--- config.mk ---
export PLATFORM = sky130hd
export DESIGN_NAME = xlat_buffer
export DESIGN_NICKNAME = d
export VERILOG_FILES = /design/src/rtl/xlat_pkg.sv /design/src/rtl/xlat_match.sv /design/src/rtl/xlat_victim.sv /design/src/rtl/xlat_buffer.sv
export SDC_FILE = /design/constraint.sdc
export NUM_CORES = 2
export LEC_CHECK = 0
export ABC_AREA = 0
export BUFFER_PORTS_ARGS = -buffer_cell sky130_fd_sc_hd__buf_2
export CORE_UTILIZATION = 35
export CTS_BUF_LIST = sky130_fd_sc_hd__clkbuf_8
export CTS_CLUSTER_DIAMETER = 60
export DETAILED_ROUTE_END_ITERATION = 7
export SYNTH_ARGS = -nofsm -noshare
export SYNTH_HDL_FRONTEND = slang
export SYNTH_HIERARCHICAL = 1
export SYNTH_SLANG_ARGS = --single-unit
--- constraint.sdc ---
create_clock -name clk -period 4.95 [get_ports clk]
set_input_delay 0.495 -clock clk [delete_from_list [all_inputs] [get_ports clk]]
set_output_delay 0.495 -clock clk [all_outputs]
set_load 0.03 [all_outputs]
--- src/rtl/xlat_pkg.sv ---
package xlat_pkg;

   localparam int PERM_W = 4;

   typedef enum logic [1:0] {
      REGION_UCODE = 2'b00,
      REGION_KERN  = 2'b01,
      REGION_USTK  = 2'b10
   } region_e;

   function automatic region_e region_of(input logic top1, input logic top0);
      if (!top1)      return REGION_UCODE;
      else if (!top0) return REGION_KERN;
      else            return REGION_USTK;
   endfunction

endpackage

--- src/rtl/xlat_match.sv ---
module xlat_match #(
   parameter int N  = 32,
   parameter int TW = 30,
   parameter int PW = 21,
   parameter int RW = 4
) (
   input  logic [N-1:0]  valid_i,
   input  logic [TW-1:0] tag_i  [N],
   input  logic [PW-1:0] ppn_i  [N],
   input  logic [RW-1:0] perm_i [N],
   input  logic [TW-1:0] key_i,
   output logic          hit_o,
   output logic [N-1:0]  sel_o,
   output logic [N-1:0]  match_o,
   output logic [PW-1:0] ppn_o,
   output logic [RW-1:0] perm_o
);

   logic [N-1:0] eq;

   for (genvar g = 0; g < N; g++) begin : g_cmp
      assign eq[g] = valid_i[g] && (tag_i[g] == key_i);
   end

   always_comb begin
      sel_o  = '0;
      ppn_o  = '0;
      perm_o = '0;
      for (int i = N - 1; i >= 0; i--) begin
         if (eq[i]) begin
            sel_o    = '0;
            sel_o[i] = 1'b1;
            ppn_o    = ppn_i[i];
            perm_o   = perm_i[i];
         end
      end
   end

   assign hit_o   = |eq;
   assign match_o = eq;

endmodule

--- src/rtl/xlat_victim.sv ---
module xlat_victim #(
   parameter int N  = 32,
   parameter int IW = 5
) (
   input  logic          clk,
   input  logic          rst_n,
   input  logic [N-1:0]  valid_i,
   input  logic          fill_i,
   input  logic          flush_i,
   output logic [IW-1:0] victim_o
);

   logic [IW-1:0] rr_q;
   logic          has_free;

   always_comb begin
      has_free = 1'b0;
      victim_o = rr_q;
      for (int i = N - 1; i >= 0; i--) begin
         if (!valid_i[i]) begin
            has_free = 1'b1;
            victim_o = IW'(i);
         end
      end
   end

   always_ff @(posedge clk or negedge rst_n) begin
      if (!rst_n)
         rr_q <= '0;
      else if (fill_i && !flush_i && !has_free)
         rr_q <= (rr_q == IW'(N - 1)) ? '0 : rr_q + 1'b1;
   end

   // free slot is taken before any valid entry is replaced
   assert_victim_free_R7: assert property (@(posedge clk) disable iff (!rst_n)
      (fill_i && !(&valid_i)) |-> !valid_i[victim_o]);

   // pointer moves by exactly one step per replacement when full
   assert_rr_step_R8: assert property (@(posedge clk) disable iff (!rst_n)
      (fill_i && !flush_i && (&valid_i)) |=>
         (rr_q == (($past(rr_q) == IW'(N - 1)) ? '0 : $past(rr_q) + 1'b1)));

endmodule

--- src/rtl/xlat_buffer.sv ---
module xlat_buffer #(
   parameter int ENTRIES       = 32,
   parameter int ADDR_W        = 64,
   parameter int VA_W          = 43,
   parameter int PA_W          = 34,
   parameter int OFS_W         = 13,
   parameter bit REGION_DECODE = 1'b1
) (
   input  logic                     clk,
   input  logic                     rst_n,
   input  logic                     flush_i,
   input  logic [ADDR_W-1:0]        vaddr_i,
   input  logic                     write_i,
   input  logic                     user_i,
   output logic                     hit_o,
   output logic                     fault_o,
   output logic [PA_W-1:0]          paddr_o,
   output logic [1:0]               region_o,
   input  logic                     fill_i,
   input  logic [VA_W-OFS_W-1:0]    fill_vpn_i,
   input  logic [PA_W-OFS_W-1:0]    fill_ppn_i,
   input  logic [3:0]               fill_perm_i
);

   import xlat_pkg::*;

   localparam int TAG_W = VA_W - OFS_W;
   localparam int PPN_W = PA_W - OFS_W;
   localparam int IDX_W = (ENTRIES > 1) ? $clog2(ENTRIES) : 1;

   initial begin
      assert (ENTRIES >= 2) else $error("ENTRIES must be at least 2");
      assert (ADDR_W >= VA_W + 2) else $error("ADDR_W too small for region bits");
      assert (OFS_W > 0 && OFS_W < PA_W && OFS_W < VA_W) else $error("bad OFS_W");
      assert (PERM_W == 4) else $error("permission width mismatch");
   end

   logic [ENTRIES-1:0] valid_q;
   logic [TAG_W-1:0]   tag_q  [ENTRIES];
   logic [PPN_W-1:0]   ppn_q  [ENTRIES];
   logic [3:0]         perm_q [ENTRIES];

   logic [IDX_W-1:0]   victim;
   logic               hit;
   logic [ENTRIES-1:0] sel, match;
   logic [PPN_W-1:0]   hit_ppn;
   logic [3:0]         hit_perm;
   logic [TAG_W-1:0]   key;

   assign key = vaddr_i[VA_W-1:OFS_W];

   xlat_victim #(.N(ENTRIES), .IW(IDX_W)) u_victim (
      .clk      (clk),
      .rst_n    (rst_n),
      .valid_i  (valid_q),
      .fill_i   (fill_i),
      .flush_i  (flush_i),
      .victim_o (victim)
   );

   always_ff @(posedge clk or negedge rst_n) begin
      if (!rst_n)
         valid_q <= '0;
      else if (flush_i)
         valid_q <= '0;
      else if (fill_i)
         valid_q[victim] <= 1'b1;
   end

   always_ff @(posedge clk) begin
      if (fill_i && !flush_i) begin
         tag_q[victim]  <= fill_vpn_i;
         ppn_q[victim]  <= fill_ppn_i;
         perm_q[victim] <= fill_perm_i;
      end
   end

   xlat_match #(.N(ENTRIES), .TW(TAG_W), .PW(PPN_W), .RW(4)) u_match (
      .valid_i (valid_q),
      .tag_i   (tag_q),
      .ppn_i   (ppn_q),
      .perm_i  (perm_q),
      .key_i   (key),
      .hit_o   (hit),
      .sel_o   (sel),
      .match_o (match),
      .ppn_o   (hit_ppn),
      .perm_o  (hit_perm)
   );

   assign hit_o   = hit;
   assign paddr_o = {hit_ppn, vaddr_i[OFS_W-1:0]};
   assign fault_o = hit && !hit_perm[{user_i, write_i}];

   if (REGION_DECODE) begin : g_region
      assign region_o = region_of(vaddr_i[ADDR_W-1], vaddr_i[ADDR_W-2]);
   end else begin : g_noregion
      assign region_o = REGION_UCODE;
   end

   logic unused_hi;
   assign unused_hi = ^vaddr_i[ADDR_W-1:VA_W];

   // checker state: the mapping written at the previous edge
   logic             chk_fill_q;
   logic [TAG_W-1:0] chk_vpn_q;
   always_ff @(posedge clk or negedge rst_n) begin
      if (!rst_n) begin
         chk_fill_q <= 1'b0;
         chk_vpn_q  <= '0;
      end else begin
         chk_fill_q <= fill_i && !flush_i;
         chk_vpn_q  <= fill_vpn_i;
      end
   end

   assert_fault_needs_hit_R4: assert property (@(posedge clk) disable iff (!rst_n)
      fault_o |-> hit_o);

   assert_flush_empties_R10: assert property (@(posedge clk) disable iff (!rst_n)
      flush_i |=> !hit_o);

   assert_fill_visible_R6: assert property (@(posedge clk) disable iff (!rst_n)
      (chk_fill_q && key == chk_vpn_q) |-> hit_o);

   assert_lowest_select_R9: assert property (@(posedge clk) disable iff (!rst_n)
      hit_o |-> ($onehot0(sel) && (sel & match) != '0 && ((sel - 1'b1) & match) == '0));

endmodule

Word-level counts from Yosys, hierarchy flattened --
Cells that the tools add are included.
Storage, ports and cells: register bits 1797, bits in latches 0, RAM bits 0, bits in read-only memories 0, input bits 125, output and inout port bits 38, logic and storage cells 327, memories kept 0
Operators by class: add/sub/neg operators 1, multipliers 0, divide/modulo/power cells 0, $lt $le $gt $ge 5, eq/ne operators 33, shifts and indexed selects 0, multiplexer cells 146, bitwise logic cells 2, reductions and logical operators 42
Operator list (count):
- $bwmux W960 | 1
- $eq A30 B30 Y1 | 32
- $mux W21 | 33
- $bwmux W672 | 1
- $mux W5 | 33
- $demux W30 S5 | 1
- $mux W4 | 33
- $bwmux W128 | 1
- $demux W21 S5 | 1
- $mux W32 | 2
- $logic_and A1 B1 Y1 | 37
- $mux W1 | 34
- $or A32 B32 Y32 | 1
- $reduce_or A32 Y1 | 1
- $mux W30 | 1
- $demux W4 S5 | 1
- $ge A6 B6 Y1 const B | 1
- $lt A5 B6 Y1 const B | 1
- $lt A6 B1 Y1 const B | 1
- $not A5 Y6 | 1
- $add A5 B1 Y5 const B | 1
- $demux W1 S5 | 1
- $eq A5 B5 Y1 const B | 1
- $ge A5 B1 Y1 const B | 1
- other kinds (5) | 8

Depth between registers and ports, before layout --
word-level depth 39, mapped depth 19, mapped depth without buffers 14

Hierarchy --
The synthesis kept the hierarchy.
By module, submodules not included:
- xlat_buffer | times used 1, cells each 1935, area each 54451.0 µm², sequential area each 53651.5 µm²
- xlat_match | times used 1, cells each 2956, area each 20231.9 µm², sequential area each 0.0 µm²
- xlat_victim | times used 1, cells each 95, area each 728.2 µm², sequential area each 125.1 µm²

Least setup slack after synthesis --
No wires, ideal clock.
path type register to register, start point reg, netlist name valid_q[30], end point reg perm_q[16] (netlist name) (enable), setup time 0.468 ns, arrival time 4.504 ns, data required time 4.482 ns, slack -0.022 ns, stages on the path, launching flop included 8, path buffers 1, period minus slack after synthesis 4.972 ns, path through dfrtp_1 > nand3b_1 > a311oi_1 > or3_1 > a2111oi_0 > nand4b_1 > clkbuf_1 > nor2_1
RTL lines:
- end signal, assigned by index | line xlat_buffer.sv:74 | perm_q[victim] <= fill_perm_i;
- end, declared | line xlat_buffer.sv:41 | logic [3:0] perm_q [ENTRIES];

Final worst setup path --
start point reg tag_q[414] (netlist name), end point out fault_o
On the way: word-level cells in the longest chain between the ends 25, elaborated cells between the ends (all ways) 26, classes of those cells eq/ne: 1; mux: 21; reduce/logical: 4
Ends and longest elaborated chain:
- start, declared | line xlat_buffer.sv:39 | logic [TAG_W-1:0] tag_q [ENTRIES];
- start signal, assigned by index | line xlat_buffer.sv:72 | tag_q[victim] <= fill_vpn_i;
- $eq A30 B30 Y1 | line xlat_match.sv:22 | assign eq[g] = valid_i[g] && (tag_i[g] == key_i);
- $logic_and A1 B1 Y1 | line xlat_match.sv:22
- $mux W4 (19 in series) | line xlat_match.sv:30 | if (eq[i]) begin
- named net hit_perm[0] | line xlat_buffer.sv:47 | logic [3:0] hit_perm;
- $bmux W1 S2 | line xlat_buffer.sv:93 | assign fault_o = hit && !hit_perm[{user_i, write_i}];
- $mux W1 (implied by the code) | line xlat_buffer.sv:93
- $logic_not A1 Y1 | line xlat_buffer.sv:93
- $logic_and A1 B1 Y1 | line xlat_buffer.sv:93
- end, declared | line xlat_buffer.sv:16 | output logic fault_o,
The timed path passes the listed nets, and every way through them passes these cells. The select of a mux whose other input is x is not followed.

==> results.cfg <==
[global_routing]
grt_overflow = 0
grt.busiest_layer = met2
grt_pass1_vias = 46100
grt_antenna_before_repair = 26
grt_pass1_wl_um = 339000
grtUsageMet1_pct = 29.6
grt_max_degree = 56
grtUsageMet3_pct = 5.61
grt_usage_pct = 22.0
use_met2_pct = 34.6

[cts]
clock_latency_ns = 1.04
cts-root-buf = clkbuf_8
cts_tree = yes
cts_made_buffers = 299
clk_path_buf_depth = 4
path_clk_slew_ns = 0.06
ctsHtreeMaxLevel = 5
cts.sinks = 1797

[timing]
period_share_pct = 108
worst_slack_ns = -0.384
fin_setup_tns_ns = -2.05
worst_slew_pin_slew_ns = 1.42
rsz0062_at_grt = yes
finalSetupViolCount = 12
hold_viol = 0
slew_headroom_pct = 5.01
skew_ns = 0.0553
period_minus_slack_ns = 5.33
fmax_ghz = 0.187
drv_slew = 0

[pwr]
ir_worst_vdd_mv = 0.201
p_leak_uw = 0.0312
power.density_nw_per_um2 = 326

[layout]
fillers = 19000
drive_gt1_share_pct = 24.5
finalNetCount = 5935
mostFrequentLayoutCells = edfxtp_1 (1760), xnor2_1 (741), buf_4 (556), clkbuf_8 (305), inv_1 (242)
design_area_um2 = 91500
ff_latch_area_um2 = 53800
final_common_cell = edfxtp_1
multi_input_area_um2 = 21000
finalNonFillerCells = 8814
areaGrowthSynthToFinish_pct = 21.5

[critical_path]
worst_setup_path_end_kind = primary output
crit_type = reg2out
worstPathMaxFanout = 5
critPathArrivalTime_ns = 4.84
cp.required_ns = 4.45
critPathLaunchType = flip-flop

[drt]
drt_first_pass_iters = 6
post_drt_wl_per_cell_um = 27.6
num_vias = 47300
via_per_inst = 5.37
postRouteAntennaNets = 0
drc = 0
routed_wl_um = 243000
drtIter0Drc = 5417

[hold_path]
hold_class = in2reg

[die]
rows = 169
fp.dieH_um = 466
core_area_um2 = 213000
die_area_um2 = 217000
die_w_um = 466
io_pins = 163
start_util_pct = 35.3

[synthesis]
syn_nets = 5082
synth.avg_cell_area_um2 = 15.2
synth_warnings = 6
synth_cells = 4955
syn-cell-area_um2 = 75300

[flow_run]
drv_cap = 0

[place]
io_buffer_count = 117
gp_congestion = 0.885
placed_cells_incl_taps = 8269
dpl_cell_area_um2 = 83800
dpl.hpwl_um = 153000

[outcome]
status = finished with violations
violations = setup timing
## worst max-delay path: stages (launching register included)
cell	delay [ns]
edfxtp_1	0.38
xor2_1	0.16
nor4_2	0.42
buf_4	0.18
nand4_1	0.32
buf_4	0.28
and2_4	0.18
a22oi_1	0.14
o21ai_1	0.14
a21oi_2	0.19
o311ai_4	0.19
a21oi_4	0.21
o311ai_2	0.12
mux4_2	0.51
buf_12	0.17
nor2b_4	0.10
buf_6	0.13
## layer usage
metal	part of all wire [%]	vias to the layer above
met2	46	2395
met5	0.076	-
met3	9.9	426
met4	3.0	10
met1	41	24300
li1	-	20200
## state kept, by name (all words and copies together) (netlist names)
signal,flops
valid_q,32
perm_q,128
tag_q,960
ppn_q,672
u_victim/rr_q,5
## path summary, 6_finish.rpt
path                             startpoint               end  slack (ns)  cells after the start
setup reg to reg                valid_q[30]        tag_q[376]        0.93                      8
hold reg to reg            u_victim/rr_q[3]  u_victim/rr_q[3]        0.53                      1
hold / removal               fill_ppn_i[20]        ppn_q[629]        0.09                      1
min in group asynchronous             rst_n  u_victim/rr_q[0]        0.15                      2
max in group asynchronous             rst_n       valid_q[16]        4.15                      2
setup / recovery                 tag_q[414]           fault_o       -0.38                     16
## through the flow
stage                     hold slack [ns]  util [%]  total power, uW  setup WS [ns]
after detailed placement            0.520      39.4            18600         -0.567
after global routing               0.0327      43.0            30700         -0.512
after CTS                         0.00652      42.7            29900         -0.396
after global placement              0.512      39.4            18600         -0.556
after floorplan                     0.199         -            17800        -0.0218
final                              0.0878      43.0            29800         -0.384
## power by group
group	leakage (uW)	internal, uW	switching, uW
combinational	0.0119	470	1050
sequential	0.0163	16800	21.4
clock	0.00294	5710	5790
total	0.0312	22900	6850
## what timing repair did
action | 4_1_cts | 5_1_grt
gates resized for setup | 304 | 123
hold endpoints to repair | 214 | 0
pin swaps | 123 | 93
hold buffers | 17 | 0
endpoints found under the setup margin | 23 | 23
gates cloned | 4 | 1
setup buffers | 39 | 20
## final cells by class
| type | instances | share of cell area [%] |
|---|---|---|
| Sequential cell | 1797 | 58.8 |
| Antenna cell | 4 | 0.0109 |
| Multi-Input combinational cell | 2732 | 23.0 |
| Tap cell | 2821 | 3.86 |
| Inverter | 145 | 0.614 |
| Clock buffer | 305 | 4.59 |
| Clock inverter | 177 | 0.828 |
| Timing Repair Buffer | 833 | 8.34 |
Note: power is estimated with default switching activity, not from simulation.
